### src/rtl/qos_arb_pkg.sv
package qos_arb_pkg;
  timeunit 1ns; timeprecision 1ps;
  localparam int unsigned QOS_BITS = 4;
  typedef logic [QOS_BITS-1:0] qos_t;
endpackage

### src/rtl/qos_max.sv
module qos_max #(
  parameter int unsigned N  = 4,
  parameter int unsigned QW = 4
) (
  input  logic [N-1:0]    valid_i,
  input  logic [N*QW-1:0] qos_i,
  output logic [QW-1:0]   max_o
);
  timeunit 1ns; timeprecision 1ps;
  // invalid requesters never contribute
  always_comb begin
    max_o = '0;
    for (int i = 0; i < N; i++)
      if (valid_i[i] && qos_i[i*QW +: QW] > max_o) max_o = qos_i[i*QW +: QW];
  end
endmodule

### src/rtl/rr_pick.sv
module rr_pick #(
  parameter int unsigned N  = 4,
  parameter int unsigned IW = 2
) (
  input  logic [N-1:0]  cand_i,
  input  logic [IW-1:0] ptr_i,
  output logic [N-1:0]  pick_o,
  output logic [IW-1:0] idx_o
);
  timeunit 1ns; timeprecision 1ps;
  always_comb begin
    logic found;
    pick_o = '0;
    idx_o  = '0;
    found  = 1'b0;
    for (int k = 0; k < N; k++) begin
      int j;
      j = int'(ptr_i) + k;
      if (j >= int'(N)) j = j - int'(N);
      if (!found && cand_i[j]) begin
        found     = 1'b1;
        pick_o[j] = 1'b1;
        idx_o     = IW'(j);
      end
    end
  end
endmodule

### src/rtl/onehot_mux.sv
module onehot_mux #(
  parameter int unsigned N = 4,
  parameter int unsigned W = 32
) (
  input  logic [N-1:0]   sel_i,
  input  logic [N*W-1:0] data_i,
  output logic [W-1:0]   data_o
);
  timeunit 1ns; timeprecision 1ps;
  always_comb begin
    data_o = '0;
    for (int i = 0; i < N; i++)
      data_o |= data_i[i*W +: W] & {W{sel_i[i]}};
  end
endmodule

### src/rtl/qos_arb.sv
module qos_arb
  import qos_arb_pkg::*;
#(
  parameter int unsigned N_REQ = 4,
  parameter int unsigned QOS_W = QOS_BITS,
  parameter int unsigned PAY_W = 32
) (
  input  logic                   clk_i,
  input  logic                   rst_ni,
  input  logic [N_REQ-1:0]       req_valid_i,
  input  logic [N_REQ*QOS_W-1:0] req_qos_i,
  input  logic [N_REQ*PAY_W-1:0] req_pay_i,
  output logic [N_REQ-1:0]       req_ready_o,
  output logic [N_REQ-1:0]       grant_o,
  output logic                   slv_valid_o,
  output logic [QOS_W-1:0]       slv_qos_o,
  output logic [PAY_W-1:0]       slv_pay_o,
  input  logic                   slv_ready_i
);
  timeunit 1ns; timeprecision 1ps;
  localparam int unsigned IDX_W = (N_REQ > 1) ? $clog2(N_REQ) : 1;
  localparam logic [IDX_W-1:0] LAST_IDX = IDX_W'(N_REQ - 1);

  logic [QOS_W-1:0] max_qos;
  logic [N_REQ-1:0] cand, pick_c, gnt_q;
  logic [IDX_W-1:0] pick_idx, idx_q, ptr_q, gnt_idx;
  logic             lock_q, hs;

  qos_max #(.N(N_REQ), .QW(QOS_W)) u_max (
    .valid_i(req_valid_i), .qos_i(req_qos_i), .max_o(max_qos)
  );

  for (genvar g = 0; g < N_REQ; g++) begin : g_cand
    assign cand[g] = req_valid_i[g] && (req_qos_i[g*QOS_W +: QOS_W] == max_qos);
  end

  rr_pick #(.N(N_REQ), .IW(IDX_W)) u_pick (
    .cand_i(cand), .ptr_i(ptr_q), .pick_o(pick_c), .idx_o(pick_idx)
  );

  assign grant_o     = lock_q ? gnt_q : pick_c;
  assign gnt_idx     = lock_q ? idx_q : pick_idx;
  assign slv_valid_o = |(grant_o & req_valid_i);
  assign hs          = slv_valid_o & slv_ready_i;
  assign req_ready_o = grant_o & {N_REQ{slv_ready_i}};

  onehot_mux #(.N(N_REQ), .W(PAY_W)) u_pay (
    .sel_i(grant_o), .data_i(req_pay_i), .data_o(slv_pay_o)
  );
  onehot_mux #(.N(N_REQ), .W(QOS_W)) u_qos (
    .sel_i(grant_o), .data_i(req_qos_i), .data_o(slv_qos_o)
  );

  // lock a stalled grant; release and advance pointer on handshake
  always_ff @(posedge clk_i or negedge rst_ni) begin
    if (!rst_ni) begin
      lock_q <= 1'b0;
      gnt_q  <= '0;
      idx_q  <= '0;
      ptr_q  <= '0;
    end else if (hs) begin
      lock_q <= 1'b0;
      ptr_q  <= (gnt_idx == LAST_IDX) ? '0 : gnt_idx + 1'b1;
    end else if (slv_valid_o && !lock_q) begin
      lock_q <= 1'b1;
      gnt_q  <= pick_c;
      idx_q  <= pick_idx;
    end
  end

  AST_IDLE_NO_GRANT: assert property (@(posedge clk_i) disable iff (!rst_ni)
    !(|req_valid_i) |-> (grant_o == '0) && !slv_valid_o);
  AST_GRANT_ONEHOT: assert property (@(posedge clk_i) disable iff (!rst_ni)
    $onehot0(grant_o));
  AST_GRANT_HELD: assert property (@(posedge clk_i) disable iff (!rst_ni)
    slv_valid_o && !slv_ready_i |=> $stable(grant_o));
  AST_READY_ONLY_GRANTED: assert property (@(posedge clk_i) disable iff (!rst_ni)
    (req_ready_o & ~grant_o) == '0);
  for (genvar a = 0; a < N_REQ; a++) begin : g_ast
    AST_GRANT_VALID: assert property (@(posedge clk_i) disable iff (!rst_ni)
      grant_o[a] |-> req_valid_i[a]);
  end
endmodule

### config.mk
export PLATFORM = sky130hd
export DESIGN_NAME = qos_arb
export DESIGN_NICKNAME = d
export VERILOG_FILES = /design/src/rtl/qos_arb_pkg.sv /design/src/rtl/qos_max.sv /design/src/rtl/rr_pick.sv /design/src/rtl/onehot_mux.sv /design/src/rtl/qos_arb.sv
export SDC_FILE = /design/constraint.sdc
export NUM_CORES = 1
export LEC_CHECK = 0
export CAP_MARGIN = 20
export CORE_ASPECT_RATIO = 0.75
export CORE_MARGIN = 1.5
export CORE_UTILIZATION = 36
export DETAILED_ROUTE_END_ITERATION = 10
export PLACE_DENSITY_LB_ADDON = 0.25
export SLEW_MARGIN = 5
export SYNTH_ARGS = -nofsm -noshare
export SYNTH_HDL_FRONTEND = slang
export SYNTH_SLANG_ARGS = --single-unit
### constraint.sdc
create_clock -name clk_i -period 10.8 [get_ports clk_i]
set_input_delay 2.16 -clock clk_i [delete_from_list [all_inputs] [get_ports clk_i]]
set_output_delay 2.16 -clock clk_i [all_outputs]
set_load 0.01 [all_outputs]
# After elaboration in Yosys (flattened, before gate mapping)
# Cells that the tools add are included.
# totals
regBits,9
in_bits,151
out_inout_bits,45
wordCells,121
# classes
magnitude_cmp,16
n_eq_ne,5
muxes,44
bitwise_logic,21
reduce_logical,23
addsub,8
# ops
cell,n
AND 32 bit,4
>= comparator 32 x 1 -> 1 bit (second input constant),4
< comparator 32 x 4 -> 1 bit (second input constant),4
2-to-1 mux 32 bit,4
>= comparator 32 x 4 -> 1 bit (second input constant),3
bitwise OR 32 bit,3
subtractor 32 x 4 -> 32 bit (second input constant),3
2-to-1 mux 4 bit,9
AND 4 bit,6
bitwise OR 4 bit,6
2-to-1 mux 1 bit,17
== test 4 bit,4
logical AND 1 bit,16
> comparator 4 bit,3
2-to-1 mux 2 bit,6
binary-select mux 1 bit (select 2 bit),4
demux 1 bit (select 2 bit),4
adder 2 x 2 -> 3 bit (second input constant),2
> comparator 4 x 1 -> 1 bit (second input constant),1
zero test 1 bit,4
OR reduction 4 bit,1
subtractor 2 x 3 -> 4 bit (second input constant),1
adder 2 x 1 -> 3 bit (second input constant),1
>= comparator 2 x 3 -> 1 bit (second input constant),1
other kinds (6),6

# Depth between registers and ports, before layout
# logic_depth
ltp_word,33
ltp_mapped,30
mapped_depth_nobuf,25

# Cells and area by module
# From an unflattened synthesis, not the netlist that was laid out.
# hier_totals
hier_cells,309
hier_area_um2,2526.2
# modules_own_cells
module,instances,area_each_um2,cells_each,seq_area_each_um2
onehot_mux (u_pay),1,705.7,108,0.0
qos_arb,1,695.7,62,225.2
qos_max,1,593.1,78,0.0
rr_pick,1,456.7,49,0.0
onehot_mux (u_qos),1,75.1,12,0.0

# Worst setup path after synthesis
# Ideal clock, no wire load.
# synth_path
path_type,input -> output
startpoint,input port req_valid_i[0]
endpoint,output port slv_pay_o[0]
required_time_ps,8640
n_path_buf,5
path_stages,30
arrival_time_ps,8147
slack_ps,493
cell_sequence,buf_2 -> nand2_1 -> ha_1 -> nand4_2 -> nand2_2 -> a32o_1 -> nor2_1 -> ha_1 -> nor2b_1 -> o211ai_2 -> a21oi_2 -> o31ai_1 -> ha_1 -> a21oi_1 -> nor2b_1 -> o311a_1 -> buf_2 -> nand2_1 -> a32oi_1 -> or4_4 -> o22ai_2 -> o221ai_1 -> clkbuf_1 -> or2_1 -> o2bb2ai_1 -> mux2_2 -> buf_2 -> buf_6 -> a22oi_1 -> nand2_1
# synth_between
elab_chain_len,31
elab_cells_between_ends,55
cone_classes,order compare (3); eq/ne (4); mux (24); bitwise (10); reduce/logical (14)
# synth_rtl
element,line,text
start: declaration,qos_arb.sv:10,"input logic [N_REQ-1:0] req_valid_i,"
logical AND 1 bit,qos_max.sv:14,if (valid_i[i] && qos_i[i*QW +: QW] > max_o) max_o = qos_i[i*QW +: QW];
2-to-1 mux 4 bit,qos_max.sv:14,
> comparator 4 bit,qos_max.sv:14,
logical AND 1 bit,qos_max.sv:14,
2-to-1 mux 4 bit,qos_max.sv:14,
> comparator 4 bit,qos_max.sv:14,
logical AND 1 bit,qos_max.sv:14,
2-to-1 mux 4 bit,qos_max.sv:14,
[14 not listed],--,
2-to-1 mux 1 bit,rr_pick.sv:20,if (!found && cand_i[j]) begin
zero test 1 bit,rr_pick.sv:20,
logical AND 1 bit,rr_pick.sv:20,
2-to-1 mux 4 bit (*),rr_pick.sv:20,
2-to-1 mux 4 bit (*),qos_arb.sv:41,assign grant_o = lock_q ? gnt_q : pick_c;
AND 32 bit,onehot_mux.sv:13,data_o |= data_i[i*W +: W] & {W{sel_i[i]}};
bitwise OR 32 bit (2 in series),onehot_mux.sv:13,
bitwise OR 32 bit (*),onehot_mux.sv:13,
end: declaration,qos_arb.sv:17,"output logic [PAY_W-1:0] slv_pay_o,"
# Every way passes the cells marked *; elsewhere a longest branch is shown, timed or not. The select of a mux whose other input is x is not followed.

# Worst setup path after layout
# layout_path
startpoint,input port req_qos_i[0]
endpoint,output port slv_qos_o[3]
# layout_between
elab_chain_len,32
elab_cells_between_ends,56
cone_classes,order compare (4); eq/ne (4); mux (24); bitwise (10); reduce/logical (14)
# layout_rtl
element,line,text
start: declaration,qos_arb.sv:11,"input logic [N_REQ*QOS_W-1:0] req_qos_i,"
> comparator 4 x 1 -> 1 bit,qos_max.sv:14,
logical AND 1 bit,qos_max.sv:14,
2-to-1 mux 4 bit,qos_max.sv:14,
> comparator 4 bit,qos_max.sv:14,
logical AND 1 bit,qos_max.sv:14,
2-to-1 mux 4 bit,qos_max.sv:14,
> comparator 4 bit,qos_max.sv:14,
logical AND 1 bit,qos_max.sv:14,
[15 not listed],--,
2-to-1 mux 1 bit,rr_pick.sv:20,
zero test 1 bit,rr_pick.sv:20,
logical AND 1 bit,rr_pick.sv:20,
2-to-1 mux 4 bit (*),rr_pick.sv:20,
2-to-1 mux 4 bit (*),qos_arb.sv:41,
AND 4 bit,onehot_mux.sv:13,
bitwise OR 4 bit (2 in series),onehot_mux.sv:13,
bitwise OR 4 bit (*),onehot_mux.sv:13,
end: declaration,qos_arb.sv:16,"output logic [QOS_W-1:0] slv_qos_o,"
# Marks and branches as above.

==> results.toml <==
[place]
numPlacedInstances = 720
port_buffers = 195
dp_hpwl_um = 11700
gp_congestion = 1.07
place_area_mm2 = 0.00539

[floorplanning]
die_h_um = 79.3
fp.coreArea_mm2 = 0.00743
rows = 27
die_x_um = 105
initial_core_util = 0.376
pin_count = 196
die_area_mm2 = 0.00830

[grt]
grt_pass1_wl_um = 22800
grtUsageTotal = 0.343
grt_max_degree = 24
grt_antenna_before_repair = 0
grt_overflow_total = 0
grt_pass1_vias = 4291

[routing]
ant_nets = 0
avgViaCountPerCell = 6.26
num_vias = 4704
wl_per_cell_um = 22.6
firstDrtPassIters = 6
drtIter0Drc = 442
drc = 0
wirelength_um = 17000

[yosys]
avgSynthCellArea_um2 = 7.45
syn_inst = 375
synth_cell_types = 77
ys_top_cells_by_count = "a22oi_1, nand2_1, ha_1"
ys_top_cells_by_area = "a22oi_1, dfrtp_1, ha_1, nand2_1, a21oi_1"
synth_top_area_cell = "a22oi_1"
yosysSeqAreaShare = 0.0806
ys.flop_type = "dfrtp_1"
synth_top_area_share = 0.196
ys_seq_elements = 9
ys.warnings.count = 0
netlist_area_mm2 = 0.00279
synthArstFlopShare = 1.00
synth.most_common_cell = "a22oi_1"
synth_edf_count = 0
synth_nets = 544

[cts]
htreeDepth = 1
root_buffer = "clkbuf_8"
cts_hold_buf = 0
clk_pin_slew_ps = 40
cts_tree = "built"
cts_sinks = 9
clk_latency_ps = 240
numCtsBuffers = 3
clockBufferDepth = 2

[timing]
maxSlewViolCount = 0
skew_ps = 6.02
setup_tns_ps = -79.8
min_period_ps = 10860
min_period_over_period = 1.01
whs_ps = 511
maxSlewHeadroom = 0.635
finalHoldViolations = 0
final-setup-viol-count = 4
final.setup.worst_slack_ps = -62.6
fmax_mhz = 92.1
tightest_slew_ps = 548

[final_layout]
final_cells = 752
n_antenna_cell = 0
fin_area_mm2 = 0.00611
areaGrowthSynthToFinish_pct = 119
fin_nets = 821
fillCellCount = 454
drive_gt1_frac = 0.309

[pwr]
leakage_nw = 2.72
irDropWorstVdd_mv = 0.206
powerDensity_mw_per_mm2 = 313
design_power_total_w = 0.00191

[setup_path]
cp_data_required_time_ps = 8640
r2r_end = "idx_q[1]$_DFFE_PN0P_"
worstPathMaxFanout = 6
r2r-start = "ptr_q[0]$_DFFE_PN0P_"
startpoint_type = "input pin"
crit_top_cell = "buf_4"
critPathKind = "input pin to primary output"
critPathMaxStageDelay_ps = 540
worst_path_max_delay_cell = "or4_4"
r2r_setup_slack_ps = 6570
cp.arrival_ps = 8700
end_kind = "primary output"
r2r_cells = 11

[run_status]
status = "finished, violations left"
violations = "setup timing"

[hold_path]
hp-start = "idx_q[0]$_DFFE_PN0P_"
hp-class = "register to register"
min_to = "idx_q[0]$_DFFE_PN0P_"
hold-path-cell-count = 1

[flow_run]
maxCapViolations = 0
-- repair_timing --
action	CTS	global route
pin swaps	13	28
endpoints found under the setup margin	45	45
gates cloned	2	2
resized for setup	63	101
buffers inserted	6	18
-- through the flow --
| step | setup WS (ps) | util |
|---|---|---|
| global placement | -519 | 0.725 |
| detailed placement | -646 | 0.725 |
| floorplan | 493 | - |
| global route | -273 | 0.822 |
| CTS | -140 | 0.762 |
| finish | -62.6 | 0.822 |
-- cell type report --
class / count / area [µm²] / area share
clock buffers: 4 / 45.0 / 0.00738
inverters: 11 / 41.3 / 0.00676
multi-input cells: 331 / 2820 / 0.462
flip-flops and latches: 9 / 225 / 0.0369
well taps: 101 / 126 / 0.0207
repair buffers: 296 / 2850 / 0.466
-- per-layer routing --
| metal | part of all wire | track usage | up-vias |
|---|---|---|---|
| met5 | 0 | 0 | - |
| met2 | 0.49 | 0.614 | 343 |
| met1 | 0.37 | 0.408 | 2232 |
| met4 | 0.039 | 0.130 | 0 |
| met3 | 0.099 | 0.0665 | 70 |
| li1 | - | - | 2059 |
-- sequential cells by signal, indices dropped and copies added (netlist names) --
register  flops
ptr_q         2
idx_q         2
gnt_q         4
lock_q        1
-- how the worst max path moves through the flow --
stage	start	to	slack, ps	depth (start not counted)
floorplan	req_valid_i[0]	slv_pay_o[0]	490	30
detailed placement	req_valid_i[0]	slv_pay_o[27]	-650	29
global placement	req_valid_i[0]	slv_pay_o[27]	-520	29
finish	req_qos_i[0]	slv_qos_o[3]	-60	33
global route	req_qos_i[0]	slv_qos_o[3]	-270	34
CTS	req_qos_i[4]	slv_qos_o[1]	-140	29
-- critical path, delay by kind of cell --
| kind | cells | cell delay (ps) |
|---|---|---|
| AOI/OAI and AO/OA | 13 | 2780 |
| adders and majority gates | 3 | 780 |
| buffers and inverters | 9 | 1610 |
| and+or+nand+nor | 8 | 1370 |
-- where the power goes --
part	switching [W]	internal, W	total [W]
combinational	0.000905	0.000890	0.00179
sequential	0.0000259	0.0000504	0.0000764
clock	0.0000143	0.0000258	0.0000401
-- cell families after synthesis --
group	synth area share
DFF	0.0806
buffers and inverters	0.0578
adders and majority gates	0.0806
xor gates and xnor gates	0.0157
and+or+nand+nor	0.222
AOI/OAI and AO/OA	0.496
muxes	0.0470
-- cell usage in the layout, fill, tap and decap left out, drive strengths merged, types with 9 or more instances in the layout --
cell and instances:
inv 10, buf 101, o21ai 10, clkbuf 17
a22oi 74, dfrtp 9, dlymetal6s2s 16, a21oi 17
clkdlybuf4s15 9, mux2 9, dlygate4sd2 12, nand2 59
ha 18, and2 9, clkdlybuf4s50 144, nor2 17
No activity file was read; power rests on OpenSTA's default activity.
